===== config.mk =====
export PLATFORM = sky130hd
export DESIGN_NAME = flash_erase_seq
export DESIGN_NICKNAME = d
export VERILOG_FILES = /design/src/rtl/flash_erase_pkg.sv /design/src/rtl/flash_bus_strobe.sv /design/src/rtl/flash_down_timer.sv /design/src/rtl/flash_cmd_fsm.sv /design/src/rtl/flash_status_out.sv /design/src/rtl/flash_erase_seq.sv
export SDC_FILE = /design/constraint.sdc
export NUM_CORES = 1
export LEC_CHECK = 0
export CAP_MARGIN = 15
export CELL_PAD_IN_SITES_DETAIL_PLACEMENT = 2
export CELL_PAD_IN_SITES_GLOBAL_PLACEMENT = 2
export CORE_ASPECT_RATIO = 0.7
export CORE_MARGIN = 2
export CORE_UTILIZATION = 34
export DETAILED_ROUTE_END_ITERATION = 10
export PLACE_DENSITY = 0.95
export REMOVE_ABC_BUFFERS = 1
export SETUP_SLACK_MARGIN = 0.1
export SYNTH_ARGS = -nofsm -noshare
export SYNTH_HDL_FRONTEND = slang
export SYNTH_SLANG_ARGS = --single-unit

===== constraint.sdc =====
create_clock -name clk -period 3.8 [get_ports clk]
set_input_delay 0.38 -clock clk [delete_from_list [all_inputs] [get_ports clk]]
set_output_delay 0.38 -clock clk [all_outputs]
set_load 0.05 [all_outputs]

===== src/rtl/flash_erase_pkg.sv =====
// Shared definitions for the sector-erase sequencer.
// Assumes: command bytes are 8 bits wide.
package flash_erase_pkg;

    typedef enum logic [3:0] {
        ST_READ,
        ST_U1,
        ST_U2,
        ST_SETUP,
        ST_U3,
        ST_U4,
        ST_WINDOW,
        ST_ERASE,
        ST_SUSP
    } seq_st_t;

    localparam logic [7:0] CMD_KEY1    = 8'hAA;
    localparam logic [7:0] CMD_KEY2    = 8'h55;
    localparam logic [7:0] CMD_ARM     = 8'h80;
    localparam logic [7:0] CMD_SECTOR  = 8'h30;
    localparam logic [7:0] CMD_SUSPEND = 8'hB0;

endpackage


===== src/rtl/flash_bus_strobe.sv =====
// Write-strobe detector. A write is active while both enables are low.
// It gives a registered pulse when a write begins, with the address
// captured at that edge, and one when it ends, with the data captured there.
// Assumes: the enables are synchronous to clk.
module flash_bus_strobe #(
    parameter int AW = 12
) (
    input  logic          clk,
    input  logic          rst_n,
    input  logic          ce_n,
    input  logic          we_n,
    input  logic [AW-1:0] addr,
    input  logic [7:0]    wdata,
    output logic          stb_start,
    output logic          stb_end,
    output logic [AW-1:0] cap_addr,
    output logic [7:0]    cap_data
);

    logic act;
    logic act_q;

    assign act = ~ce_n & ~we_n;

    // Track the strobe and latch address at its start, data at its end.
    always_ff @(posedge clk) begin
        if (!rst_n) begin
            act_q     <= 1'b0;
            stb_start <= 1'b0;
            stb_end   <= 1'b0;
            cap_addr  <= '0;
            cap_data  <= '0;
        end else begin
            act_q     <= act;
            stb_start <= act & ~act_q;
            stb_end   <= ~act & act_q;
            if (act && !act_q) cap_addr <= addr;
            if (!act && act_q) cap_data <= wdata;
        end
    end

endmodule


===== src/rtl/flash_down_timer.sv =====
// Loadable down-counter with a run enable. done is high at zero.
// Assumes: MAX >= 2.
module flash_down_timer #(
    parameter int MAX = 100
) (
    input  logic clk,
    input  logic rst_n,
    input  logic load,
    input  logic run,
    output logic done
);

    localparam int CW = $clog2(MAX + 1);

    logic [CW-1:0] cnt;

    // Reload on request, otherwise count down while enabled.
    always_ff @(posedge clk) begin
        if (!rst_n)                cnt <= '0;
        else if (load)             cnt <= CW'(MAX - 1);
        else if (run && cnt != '0) cnt <= cnt - 1'b1;
    end

    assign done = (cnt == '0);

endmodule


===== src/rtl/flash_cmd_fsm.sv =====
// Command interpreter: unlock steps, sector collection, accept window,
// erase run and suspend. Acts on the end of each write strobe.
// Assumes: NSECT is a power of two; the sector index is the top address bits.
module flash_cmd_fsm
    import flash_erase_pkg::*;
#(
    parameter int          AW     = 12,
    parameter int          NSECT  = 8,
    parameter logic [11:0] UNL_A1 = 12'h555,
    parameter logic [11:0] UNL_A2 = 12'h2AA
) (
    input  logic             clk,
    input  logic             rst_n,
    input  logic             stb_start,
    input  logic             stb_end,
    input  logic [AW-1:0]    cap_addr,
    input  logic [7:0]       cap_data,
    input  logic             win_done,
    input  logic             ers_done,
    output seq_st_t          state,
    output logic [NSECT-1:0] sel,
    output logic             win_load,
    output logic             ers_load
);

    localparam int SW = $clog2(NSECT);

    seq_st_t          st_nxt;
    logic [NSECT-1:0] sel_nxt;
    logic [NSECT-1:0] sec_bit;
    logic             at_a1;
    logic             at_a2;

    assign sec_bit = {{(NSECT-1){1'b0}}, 1'b1} << cap_addr[AW-1 -: SW];
    assign at_a1   = (cap_addr == AW'(UNL_A1));
    assign at_a2   = (cap_addr == AW'(UNL_A2));

    // Next-state decode for the command sequence.
    always_comb begin
        st_nxt   = state;
        sel_nxt  = sel;
        win_load = 1'b0;
        ers_load = 1'b0;
        case (state)
            ST_READ:  if (stb_end) st_nxt = (at_a1 && cap_data == CMD_KEY1) ? ST_U1 : ST_READ;
            ST_U1:    if (stb_end) st_nxt = (at_a2 && cap_data == CMD_KEY2) ? ST_U2 : ST_READ;
            ST_U2:    if (stb_end) st_nxt = (at_a1 && cap_data == CMD_ARM) ? ST_SETUP : ST_READ;
            ST_SETUP: if (stb_end) st_nxt = (at_a1 && cap_data == CMD_KEY1) ? ST_U3 : ST_READ;
            ST_U3:    if (stb_end) st_nxt = (at_a2 && cap_data == CMD_KEY2) ? ST_U4 : ST_READ;
            ST_U4: begin
                if (stb_end) begin
                    if (cap_data == CMD_SECTOR) begin
                        st_nxt   = ST_WINDOW;
                        sel_nxt  = sec_bit;
                        win_load = 1'b1;
                    end else begin
                        st_nxt = ST_READ;
                    end
                end
            end
            ST_WINDOW: begin
                if (stb_start) win_load = 1'b1;
                if (stb_end && cap_data == CMD_SECTOR) begin
                    sel_nxt  = sel | sec_bit;
                    win_load = 1'b1;
                end
                if (win_done && !win_load) begin
                    st_nxt   = ST_ERASE;
                    ers_load = 1'b1;
                end
            end
            ST_ERASE: begin
                if (stb_end && cap_data == CMD_SUSPEND) begin
                    st_nxt = ST_SUSP;
                end else if (ers_done) begin
                    st_nxt  = ST_READ;
                    sel_nxt = '0;
                end
            end
            ST_SUSP:  if (stb_end && cap_data == CMD_SECTOR) st_nxt = ST_ERASE;
            default:  begin st_nxt = ST_READ; sel_nxt = '0; end
        endcase
    end

    // State and selection registers.
    always_ff @(posedge clk) begin
        if (!rst_n) begin
            state <= ST_READ;
            sel   <= '0;
        end else begin
            state <= st_nxt;
            sel   <= sel_nxt;
        end
    end

endmodule


===== src/rtl/flash_status_out.sv =====
// Read-data multiplexer. In status mode bit 7 reads 0 and bit 6 is a
// toggle that inverts on each read pulse; otherwise array data passes.
// Assumes: rd_stb is one cycle per read access.
module flash_status_out (
    input  logic       clk,
    input  logic       rst_n,
    input  logic       status_mode,
    input  logic       rd_stb,
    input  logic [7:0] array_dq,
    output logic [7:0] dout
);

    logic tog;

    // Invert the toggle bit on each status read.
    always_ff @(posedge clk) begin
        if (!rst_n)                     tog <= 1'b0;
        else if (status_mode && rd_stb) tog <= ~tog;
    end

    // Select status or array data.
    always_comb begin
        if (status_mode) dout = {1'b0, tog, array_dq[5:0]};
        else             dout = array_dq;
    end

endmodule


===== src/rtl/flash_erase_seq.sv =====
// Top of the sector-erase sequencer: strobe detection, command FSM,
// accept-window and erase-duration timers, status read path.
// Assumes: NSECT is a power of two and AW >= 12.
module flash_erase_seq
    import flash_erase_pkg::*;
#(
    parameter int          AW        = 12,
    parameter int          NSECT     = 8,
    parameter int          CLK_MHZ   = 250,
    parameter int          WIN_US    = 80,
    parameter int          ERASE_CYC = 50000,
    parameter logic [11:0] UNL_A1    = 12'h555,
    parameter logic [11:0] UNL_A2    = 12'h2AA
) (
    input  logic             clk,
    input  logic             rst_n,
    input  logic             ce_n,
    input  logic             we_n,
    input  logic [AW-1:0]    addr,
    input  logic [7:0]       wdata,
    input  logic             rd_stb,
    input  logic [7:0]       array_dq,
    input  logic [NSECT-1:0] wp_mask,
    output logic [7:0]       dout,
    output logic             ry_by_n,
    output logic             erase_run,
    output logic [NSECT-1:0] erase_sel
);

    localparam int WIN_CYC = CLK_MHZ * WIN_US;

    logic             stb_start;
    logic             stb_end;
    logic [AW-1:0]    cap_addr;
    logic [7:0]       cap_data;
    logic             win_load;
    logic             win_done;
    logic             ers_load;
    logic             ers_done;
    logic             busy;
    seq_st_t          state;
    logic [NSECT-1:0] sel;

    flash_bus_strobe #(.AW(AW)) u_stb (
        .clk(clk), .rst_n(rst_n), .ce_n(ce_n), .we_n(we_n),
        .addr(addr), .wdata(wdata),
        .stb_start(stb_start), .stb_end(stb_end),
        .cap_addr(cap_addr), .cap_data(cap_data)
    );

    flash_cmd_fsm #(.AW(AW), .NSECT(NSECT), .UNL_A1(UNL_A1), .UNL_A2(UNL_A2)) u_fsm (
        .clk(clk), .rst_n(rst_n),
        .stb_start(stb_start), .stb_end(stb_end),
        .cap_addr(cap_addr), .cap_data(cap_data),
        .win_done(win_done), .ers_done(ers_done),
        .state(state), .sel(sel),
        .win_load(win_load), .ers_load(ers_load)
    );

    flash_down_timer #(.MAX(WIN_CYC)) u_win (
        .clk(clk), .rst_n(rst_n), .load(win_load),
        .run(state == ST_WINDOW), .done(win_done)
    );

    flash_down_timer #(.MAX(ERASE_CYC)) u_ers (
        .clk(clk), .rst_n(rst_n), .load(ers_load),
        .run(state == ST_ERASE), .done(ers_done)
    );

    assign busy      = (state == ST_WINDOW) || (state == ST_ERASE);
    assign ry_by_n   = ~busy;
    assign erase_run = (state == ST_ERASE);
    assign erase_sel = sel & ~wp_mask;

    flash_status_out u_out (
        .clk(clk), .rst_n(rst_n), .status_mode(busy),
        .rd_stb(rd_stb), .array_dq(array_dq), .dout(dout)
    );

endmodule


==> results.md <==
Critical path:
- The launch point of the critical path is u_fsm.state[2].
- The critical path startpoint category is a flop.
- For the worst setup path, the data arrival time is 2.83 ns.
- Of all nets on the critical path, the largest fanout is 12.
- The critical path is of the flop to primary output type.
- The worst flop-to-flop path endpoint is u_ers.cnt[14].
- The capturing element of the worst setup path is erase_run.
- The worst-case register-to-register setup slack is between 1 and 1.5 ns.
- STA classifies the critical path endpoint as a primary output.
- The reg-to-reg startpoint is u_fsm.state[2].
- STA puts the critical path data required time at around 3.4 ns.
- The worst reg-to-reg path cell count is 7.

Synthesis:
- The commonest cells after synthesis are dfxtp_1 (67), nand2_1 (42), nor2_1 (36).
- The flip-flop and latch count after synthesis is 67.
- Of the total synthesized cell area, the portion taken by XOR and XNOR cells is 7.57%.
- The mean instance size in the synthesized netlist is between 8 and 9 sq um.
- The fraction of post-synthesis cell area in the top cell type by area is around two fifths.
- The mapped netlist covers 3360 sq um.
- After synthesis, the cell types taking the most area are dfxtp_1 (40%), a21oi_1 (5.1%), nand2_1 (4.7%), xnor2_1 (4.7%), nor2_1 (4.0%).
- The number of enable flip-flop cells after synthesis is 0.
- The share of cell area taken by muxes after synthesis is a little over 3%.
- Counting flops with an async set or reset pin after synthesis yields a share of 0%.
- Summing the areas of all compound-gate instances in the mapped netlist gives between 10% and 20% of the synthesized area.
- The netlist uses 58 different library cells.
- The cell count after synthesis came out at between 300 and 400.
- The arithmetic-cell share of the synthesized area counting full adders, half adders and majority gates is ~1.1%.
- The sequential element share of the synthesized area is about two fifths.
- The most used flip-flop cell after synthesis is dfxtp_1.
- The largest area contributor in the synthesized netlist is dfxtp_1.
- The Yosys step of the flow raised 0 warnings.
- dfxtp_1 is the most common cell in the netlist.
- The simple-gate area share of the yosys netlist is 29.7%.
- The largest family of logic cells by synthesized area is simple AND/OR/NAND/NOR gates.

Clock network:
- The clock insertion delay at the later pin of the skew report is 0.35 ns.
- The number of H-tree branching levels is 3.
- The total number of clock tree sinks is 67.
- The clock-pin slew of the registers on the worst-case setup and hold paths is 0.06 ns.
- The number of hold buffers added after CTS was 0.
- The clock tree from TritonCTS is done.
- The maximum count of clock buffers along a single path is 2.
- The clock buffer count from CTS is 9.
- The number of gates resized after CTS was 0.
- The number of setup buffers added after CTS is 0.
- The CTS root buffer is clkbuf_16.

STA:
- The worst slew slack as a fraction of its limit is between 40% and 50%.
- The tightest hold margin is ~0.47 ns.
- The worst path uses roughly 84% of the clock period.
- The sum of negative setup slack is 0 ns.
- Counting I/O delays and the setup requirement, the final critical path takes roughly 3.2 ns.
- Setup repair after global routing left no endpoint under its margin.
- The final-report max-slew violation count is 0.
- For this run, the top clock speed supported by timing is ~0.31 GHz.
- Setup violations remaining at the end of the flow were counted as 0.
- The setup skew after layout is 0.00593 ns.
- The final count of hold timing violations was 0.
- At the pin with the least slew margin, the transition time is between 0.8 and 0.9 ns.

Die:
- In this run the vertical extent of the chip is slightly below 90 um.
- The initial core utilization is roughly a third.
- The die covers 10,700 sq um.
- The number of cell rows is 30.
- The number of placed I/O pins is just under 60.
- The die width is between 100 and 150 um.
- The floorplan step defined a core boundary enclosing between 9000 and 10,000 sq um.

Power:
- The switching part of the total power is a little under a quarter.
- The total power density per cell area is slightly below 400 nW/um^2.
- The internal power contribution is around 1.2 mW.
- The static leakage is ~1.5 nW.
- Per report_power, the clock group accounts for between 40% and 50% of the total.
- The net switching power is around 390 uW.
- The fraction of power consumed by sequential logic is between 40% and 50%.
- Of the total power, combinational logic draws just over 6%.
- Across the VDD grid, the largest voltage drop is about 0.00027 V.

GRT:
- Entering global routing, the biggest net connects 19 pins.
- The initial antenna violation count came to 0.
- The leftover overflow at the end of global routing is 0.
- The number of global-route vias before repair is between 3,000 and 4,000.
- The global-route usage over all layers is between 20% and 30%.
- The first-pass GRT wire length is 19,000 um.

Cells and area:
- The number of antenna diodes in the final layout is 0.
- The number of fill cells is ~1,000.
- The share of post-route cells with drive strength above 1 is ~7.7%.
- In the final layout, the multi-input gates occupy 1880 sq um.
- The area growth from synthesis to layout is 25.1%.
- The sequential cells in the finished layout cover a total of 1340 sq um.
- At the end of the flow, the number of nets in the layout was approximately 480.

Placed design:
- The final HPWL from detailed placement is between 8000 and 9000 um.
- The congestion estimate from routability-driven global placement came to ~0.85.
- In this run the tool buffered the top-level ports with 46 buffer cells.

Run status:
- The run finished with clean final reports.

Routing:
- The number of antenna-violating nets in the routed design is 0.
- After detailed routing, the number of remaining DRC violations is 0.
- The average wire per standard cell is between 20 and 25 um.
- The post-detailed-routing wire length is between 10,000 and 15,000 um.
- The detailed router's first-iteration violation count is 133.
- Using the TritonRoute via totals, the vias-per-cell ratio works out to between 5 and 6.
- For this block, the via count after detailed routing is around 3,100.
- Before antenna repair, the detailed router went through 4 iterations.

Worst hold path:
- In this run the most critical hold path is launched from u_stb.act_q.
- In this run the worst hold path is classified as flop to flop.

Run:
- The max capacitance violation total is 0.
state kept, by name, summed over array words and instances, names as in the netlist:
name,flops
u_stb.cap_data,8
u_out.tog,1
u_stb.stb_start,1
u_stb.act_q,1
u_stb.stb_end,1
u_win.cnt,15
u_stb.cap_addr,12
u_fsm.state,4
u_ers.cnt,16
u_fsm.sel,8
worst min-delay path by stage:
stage	endpoint	cells past startpoint
detailed placement	u_stb.cap_addr[1]	2
finish	u_stb.stb_start	1
floorplan	u_stb.stb_start	1
global route	u_stb.cap_addr[0]	2
CTS	u_stb.cap_addr[1]	2
global placement	u_stb.stb_start	1
cells in the final DEF (no fill, tap or decap), types with 9 or more instances in the layout:
master	Yosys	routed
a21oi_1	34	34
inv_1	9	9
clkbuf_16	0	9
clkdlybuf4s50_1	0	46
nor3_1	11	11
nand2_1	42	42
dfxtp_1	67	67
nor4_1	18	18
nor2_1	36	36
nor2b_1	14	14
xor2_1	11	11
xnor2_1	18	18
nand3_1	15	15
power groups by stage:
stage / clock network [mW] / registers (mW) / logic, mW
floorplan: 0 / 0.737 / 0.0439
global placement: 0 / 0.742 / 0.0942
detailed placement: 0 / 0.743 / 0.0996
CTS: 0.807 / 0.728 / 0.101
global route: 0.837 / 0.729 / 0.110
finish: 0.798 / 0.728 / 0.101
routing by layer:
layer	track usage, %	vias to the layer above	routed length [um]
met3	5.56	18	465
met2	41.9	76	5900
met5	0	-	0
met4	8.15	0	213
met1	26.9	1552	5050
li1	-	1500	-
kinds of logic after synthesis:
kind of cell	Yosys count
mux	10
compound gates	72
xor+xnor	29
buf+inv	30
flops	67
simple gates	182
fa+ha+maj	3
metrics by stage:
stage	power [mW]	cell area, sq um	setup slack [ns]	cells	util (%)
finish	1.63	4200	0.595	570	43.5
global route	1.68	4200	0.481	570	43.5
CTS	1.64	4190	0.634	568	43.4
detailed placement	0.842	3920	0.996	552	40.6
global placement	0.836	3920	1.21	552	40.6
floorplan	0.781	3260	1.55	373	-
worst max-delay path, cell delays in order (launching register included):
cell and delay (ns):
dfxtp_1 0.56, nor2b_1 0.54, nand3_1 0.25, clkinv_1 0.27
clkdlybuf4s50_1 0.86
final cells by class:
cell class / count / share of cell area (%)
Inverter: 10 / 0.894
Clock inverter: 2 / 0.238
Tap cell: 128 / 3.81
Clock buffer: 14 / 6.29
Multi-Input combinational cell: 296 / 44.7
Sequential cell: 67 / 31.9
Timing Repair Buffer: 53 / 12.1
Note: power is estimated with default switching activity, not from simulation.
